## src/rtl/trig_pkg.sv

```systemverilog
package trig_pkg;
  typedef enum logic {
    SRC_INT = 1'b0,
    SRC_EXT = 1'b1
  } trig_src_e;
endpackage

```

## src/rtl/trig_sync_edge.sv

```systemverilog
module trig_sync_edge #(
  parameter int unsigned STAGES = 2
) (
  input  logic clk_i,
  input  logic rst_ni,
  input  logic async_i,
  output logic rise_o,
  output logic fall_o
);
  // sync stages plus one history flop for edge detection
  logic [STAGES:0] chain_q;

  for (genvar i = 0; i <= STAGES; i++) begin : g_stage
    if (i == 0) begin : g_first
      always_ff @(posedge clk_i or negedge rst_ni) begin
        if (!rst_ni) chain_q[0] <= 1'b0;
        else         chain_q[0] <= async_i;
      end
    end else begin : g_next
      always_ff @(posedge clk_i or negedge rst_ni) begin
        if (!rst_ni) chain_q[i] <= 1'b0;
        else         chain_q[i] <= chain_q[i-1];
      end
    end
  end

  assign rise_o =  chain_q[STAGES-1] & ~chain_q[STAGES];
  assign fall_o = ~chain_q[STAGES-1] &  chain_q[STAGES];
endmodule

```

## src/rtl/trig_modn.sv

```systemverilog
module trig_modn #(
  parameter int unsigned W = 16
) (
  input  logic         clk_i,
  input  logic         rst_ni,
  input  logic [W-1:0] cfg_i,
  input  logic         wr_i,
  input  logic         adv_i,
  output logic         fire_o
);
  logic [W-1:0] val_q, cnt_q;
  logic         active, last;

  assign active = (val_q != '0);
  assign last   = (cnt_q == val_q - 1'b1);
  assign fire_o = adv_i & active & last;

  always_ff @(posedge clk_i or negedge rst_ni) begin
    if (!rst_ni) begin
      val_q <= '0;
      cnt_q <= '0;
    end else if (wr_i) begin
      val_q <= cfg_i;
      cnt_q <= '0;
    end else if (adv_i && active) begin
      cnt_q <= last ? '0 : cnt_q + 1'b1;
    end
  end
endmodule

```

## src/rtl/trig_tally.sv

```systemverilog
module trig_tally #(
  parameter int unsigned W = 16
) (
  input  logic         clk_i,
  input  logic         rst_ni,
  input  logic [W-1:0] limit_i,
  input  logic         limit_wr_i,
  input  logic         clr_i,
  input  logic         inc_i,
  output logic         hit_o
);
  logic [W-1:0] limit_q, cnt_q;
  logic         hit_q;

  always_ff @(posedge clk_i or negedge rst_ni) begin
    if (!rst_ni) begin
      limit_q <= '0;
      cnt_q   <= '0;
      hit_q   <= 1'b0;
    end else if (limit_wr_i) begin
      limit_q <= limit_i;
      cnt_q   <= '0;
      hit_q   <= 1'b0;
    end else if (clr_i) begin
      cnt_q <= '0;
      hit_q <= 1'b0;
    end else if (inc_i && limit_q != '0 && !hit_q) begin
      cnt_q <= cnt_q + 1'b1;
      if (cnt_q == limit_q - 1'b1) hit_q <= 1'b1;
    end
  end

  assign hit_o = hit_q;
endmodule

```

## src/rtl/trig_source_unit.sv

```systemverilog
module trig_source_unit
  import trig_pkg::*;
#(
  parameter int unsigned PERIOD_W    = 16,
  parameter int unsigned PRESC_W     = 8,
  parameter int unsigned TALLY_W     = 16,
  parameter int unsigned SYNC_STAGES = 2
) (
  input  logic                clk_i,
  input  logic                rst_ni,
  input  logic                src_ext_i,
  input  logic                slope_fall_i,
  input  logic                gate_en_i,
  input  logic                gate_i,
  input  logic                ext_trig_i,
  input  logic [PERIOD_W-1:0] period_i,
  input  logic                period_wr_i,
  input  logic [PRESC_W-1:0]  presc_i,
  input  logic                presc_wr_i,
  input  logic [TALLY_W-1:0]  limit_i,
  input  logic                limit_wr_i,
  input  logic                hit_clr_i,
  input  logic                busy_i,
  output logic                trig_o,
  output logic                hit_o
);
  trig_src_e src;
  logic      int_fire, ext_fire, ext_rise, ext_fall, ext_qual, sel_fire;

  assign src = trig_src_e'(src_ext_i);

  trig_modn #(.W(PERIOD_W)) u_period (
    .clk_i  (clk_i),
    .rst_ni (rst_ni),
    .cfg_i  (period_i),
    .wr_i   (period_wr_i),
    .adv_i  (1'b1),
    .fire_o (int_fire)
  );

  trig_sync_edge #(.STAGES(SYNC_STAGES)) u_sync (
    .clk_i   (clk_i),
    .rst_ni  (rst_ni),
    .async_i (ext_trig_i),
    .rise_o  (ext_rise),
    .fall_o  (ext_fall)
  );

  assign ext_qual = (slope_fall_i ? ext_fall : ext_rise) & (~gate_en_i | gate_i);

  // prescaler counts qualified edges whatever the source select or busy
  trig_modn #(.W(PRESC_W)) u_presc (
    .clk_i  (clk_i),
    .rst_ni (rst_ni),
    .cfg_i  (presc_i),
    .wr_i   (presc_wr_i),
    .adv_i  (ext_qual),
    .fire_o (ext_fire)
  );

  assign sel_fire = (src == SRC_EXT) ? ext_fire : int_fire;
  assign trig_o   = sel_fire & ~busy_i;

  trig_tally #(.W(TALLY_W)) u_tally (
    .clk_i      (clk_i),
    .rst_ni     (rst_ni),
    .limit_i    (limit_i),
    .limit_wr_i (limit_wr_i),
    .clr_i      (hit_clr_i),
    .inc_i      (trig_o),
    .hit_o      (hit_o)
  );
endmodule

```

## config.mk

```make
export PLATFORM = sky130hd
export DESIGN_NAME = trig_source_unit
export DESIGN_NICKNAME = d
export VERILOG_FILES = /design/src/rtl/trig_pkg.sv /design/src/rtl/trig_sync_edge.sv /design/src/rtl/trig_modn.sv /design/src/rtl/trig_tally.sv /design/src/rtl/trig_source_unit.sv
export SDC_FILE = /design/constraint.sdc
export NUM_CORES = 1
export LEC_CHECK = 0
export CELL_PAD_IN_SITES_DETAIL_PLACEMENT = 1
export CELL_PAD_IN_SITES_GLOBAL_PLACEMENT = 2
export CORE_MARGIN = 3
export CORE_UTILIZATION = 25
export DETAILED_ROUTE_END_ITERATION = 16
export GPL_ROUTABILITY_DRIVEN = 0
export GPL_TIMING_DRIVEN = 1
export PLACE_DENSITY_LB_ADDON = 0.2
export SYNTH_ARGS = -nofsm -noshare
export SYNTH_HDL_FRONTEND = slang
export SYNTH_SLANG_ARGS = --single-unit
```

## constraint.sdc

```tcl
create_clock -name clk_i -period 3.45 [get_ports clk_i]
set_clock_uncertainty 0.15 [all_clocks]
set_input_delay 0.69 -clock clk_i [delete_from_list [all_inputs] [get_ports clk_i]]
set_output_delay 0.69 -clock clk_i [all_outputs]
set_load 0.02 [all_outputs]
```

==> impl_metrics.env <==
export IMPL_status="finished, violations left"
export IMPL_violations="negative setup slack"
export IMPL_clk_latency_ns=0.35
export IMPL_final_nets=713
export IMPL_avgRoutedWirePerCell_um=16.8
export IMPL_fp_dieArea_mm2=0.0224
export IMPL_via_per_inst=4.88
export IMPL_vdd_ir_drop_max_v=0.000193
export IMPL_power_density_mw_per_mm2=379
export IMPL_die_y_um=150
export IMPL_synth_largest_area_cell="dfrtp_1"
export IMPL_die_width_um=150
export IMPL_syn_avg_cell_area_um2=9.44
export IMPL_report_power_total_mw=2.60
export IMPL_required_ns=2.61
export IMPL_yosys_warnings=0
export IMPL_clock_fmax_mhz=275
export IMPL_hpwlAfterDp_um=11900
export IMPL_timing_critical_path_from_type="register"
export IMPL_timing_rr_end="u_period.cnt_q[3]"
export IMPL_route_detailed_drc=0
export IMPL_cts_tree="yes"
export IMPL_dp_cells=902
export IMPL_io_buffers=53
export IMPL_synthXorXnorAreaFrac=0.105
export IMPL_worstPathArrival_ns=2.79
export IMPL_synth_nets=605
export IMPL_synth_cell_types=63
export IMPL_num_rows=51
export IMPL_drt_pass1_iterations=4
export IMPL_grt_use_total=0.145
export IMPL_synth_top_family_by_area="simple AND/OR/NAND/NOR gates"
export IMPL_final_setup_worst_slack_ns=-0.182
export IMPL_maxCapViolCount=0
export IMPL_clock_sinks=84
export IMPL_synth_edff_count=0
export IMPL_cts_root_buffer="clkbuf_16"
export IMPL_layout_cells_non_filler=925
export IMPL_syn_to_final_growth_pct=32.9
export IMPL_critPathKind="reg -> out"
export IMPL_syn_inst=547
export IMPL_path_max_fanout=3
export IMPL_slew_headroom=0.573
export IMPL_htree_levels=3
export IMPL_worst_pin_slew_ns=0.637
export IMPL_grt_overflow_total=0
export IMPL_muxShareOfSynthArea=0.0758
export IMPL_synth_area_leaders="dfrtp_1 41%, mux2_2 7.2%, xnor2_1 6.3%"
export IMPL_num_vias=4510
export IMPL_synth_flop_cell="dfrtp_1"
export IMPL_diodes=0
export IMPL_drive_gt1_frac=0.239
export IMPL_pin_count=54
export IMPL_clk_pin_slew_ns=0.07
export IMPL_synth_area_mm2=0.00517
export IMPL_final_util=0.345
export IMPL_whs_ns=0.163
export IMPL_hold_viol=0
export IMPL_start_util=0.259
export IMPL_hold_class="in -> async"
export IMPL_cts_buffers=9
export IMPL_synth_compound_area_share=0.126
export IMPL_rrSetupSlack_ns=0.15
export IMPL_synth_adder_area_share=0.0145
export IMPL_ff2ff_path_depth=13
export IMPL_synthArstFlopShare=1.00
export IMPL_yosysSeqAreaShare=0.407
export IMPL_end_kind="primary output"
export IMPL_p_leak_nw=2.91
export IMPL_synth_top_area_frac=0.407
export IMPL_routed_wl_um=15600
export IMPL_postCtsHoldBufs=0
export IMPL_fin_crit_ns=3.63
export IMPL_first_global_vias=4974
export IMPL_ys_seq_elements=84
export IMPL_drt_iter0_drc=149
export IMPL_r2r_start="u_period.val_q[1]"
export IMPL_clk_path_buf_depth=2
export IMPL_grt_pass1_wl_um=25800
export IMPL_core_area_mm2=0.0199
export IMPL_antenna_left=0
export IMPL_maxSlewViolCount=0
export IMPL_grt_max_degree=50
export IMPL_antenna_found_initial=0
export IMPL_fin_crit_sh=1.05
export IMPL_synthSimpleGateAreaFrac=0.239
export IMPL_rsz0062_at_grt="true"
export IMPL_setup_viol=1
cell usage after synthesis, types with 3 or more instances:
cell and count:
nand3b_1 3, a31o_2 5, clkbuf_1 16, dfrtp_1 84
nor4_1 7, nand3_1 16, a31oi_1 7, nand4_1 6
nor2b_1 4, xor2_1 25, o21ai_0 36, a21oi_1 19
o22ai_1 3, and3_1 16, buf_6 5, ha_1 6
or4_1 3, or2_2 3, inv_1 11, a21o_1 11
nor3b_1 15, mux2_2 33, or3_1 10, nand2b_1 8
xnor2_1 37, nor2_1 47, nand2_1 41, nor3_1 25
stage by stage:
stage / worst slack (ns) / cell area [um^2] / setup TNS, ns
after global routing: -0.296 / 6870 / -0.296
final: -0.182 / 6870 / -0.182
after floorplan: 0.0315 / 5170 / 0
after detailed placement: -0.632 / 6370 / -1.07
after global placement: -0.563 / 6370 / -0.591
after CTS: -0.220 / 6820 / -0.220
worst max-delay path, cell delays in order, from the launching register on:
cell	delay, ns
dfrtp_1	0.40
inv_2	0.08
ha_4	0.12
or3b_4	0.37
or3_4	0.35
xnor2_2	0.15
or3_4	0.35
nor3_4	0.29
a31oi_4	0.07
nor2_2	0.12
buf_6	0.13
cell families (layout without fill, tap and decap cells):
group / count (synthesis) / after routing
flip-flops: 84 / 84
AO/OA/AOI/OAI: 103 / 103
buffers and inverters: 34 / 147
multiplexers: 35 / 35
XOR/XNOR: 62 / 62
adder cells (fa/ha/maj): 6 / 6
AND/OR/NAND/NOR: 223 / 223
state kept, by name (all words and copies together) (netlist names):
register and count:
u_sync.chain_q 3, u_tally.cnt_q 16, u_period.val_q 16, u_period.cnt_q 16
u_tally.hit_o 1, u_presc.cnt_q 8, u_tally.limit_q 16, u_presc.val_q 8
metal layers:
metal / vias to the layer above / routed length, um / GRT usage
met5: - / 0 / 0
met4: 0 / 258 / 0.0425
met3: 20 / 538 / 0.0321
met2: 69 / 7740 / 0.254
met1: 2239 / 7040 / 0.180
li1: 2182 / - / -
power breakdown:
| part | total [mW] | leakage (nW) | internal [mW] | switching [mW] |
|---|---|---|---|---|
| registers | 1.10 | 1.08 | 1.04 | 0.0637 |
| clock network | 0.998 | 0.147 | 0.581 | 0.417 |
| logic | 0.504 | 1.69 | 0.267 | 0.237 |
layout make-up:
type                    instances  area [um^2]
clock inverters                 4         48.8
flip-flops and latches         84         2100
clock buffers                  12          246
fillers                      2307        13000
multi-input cells             429         3050
inverters                      11         41.3
well taps                     265          332
repair buffers                120         1040
how the worst max path moves through the flow:
stage / startpoint / end / slack, ns / cells after the start
floorplan: u_period.val_q[0] / trig_o / 0.03 / 12
global placement: u_presc.val_q[0] / trig_o / -0.56 / 10
detailed placement: u_presc.val_q[0] / trig_o / -0.63 / 10
CTS: u_presc.val_q[1] / trig_o / -0.22 / 10
global route: u_period.val_q[1] / trig_o / -0.30 / 12
finish: u_presc.val_q[1] / trig_o / -0.18 / 10
cells in the final DEF, fill, tap and decap left out, types with 6 or more instances in the layout:
cell type        instances
and3_1                  16
xnor2_1                 34
nor2_1                  46
a21oi_1                 17
inv_1                    9
xor2_1                  25
nand4_1                  6
nor3_1                  23
dfrtp_1                 84
nand2_1                 41
nor3b_1                 14
clkbuf_16                9
mux2_2                  33
a21o_1                  11
buf_4                   67
clkdlybuf4s50_1         51
o21ai_0                 35
or3_1                    8
nand2b_1                 8
nand3_1                 15
repair_timing:
action                                  CTS  global route
resized for setup                        29             6
setup buffers                             5             2
pin swaps                                 8             8
endpoints found under the setup margin   13            14
Power figures use the tool's default switching activity.
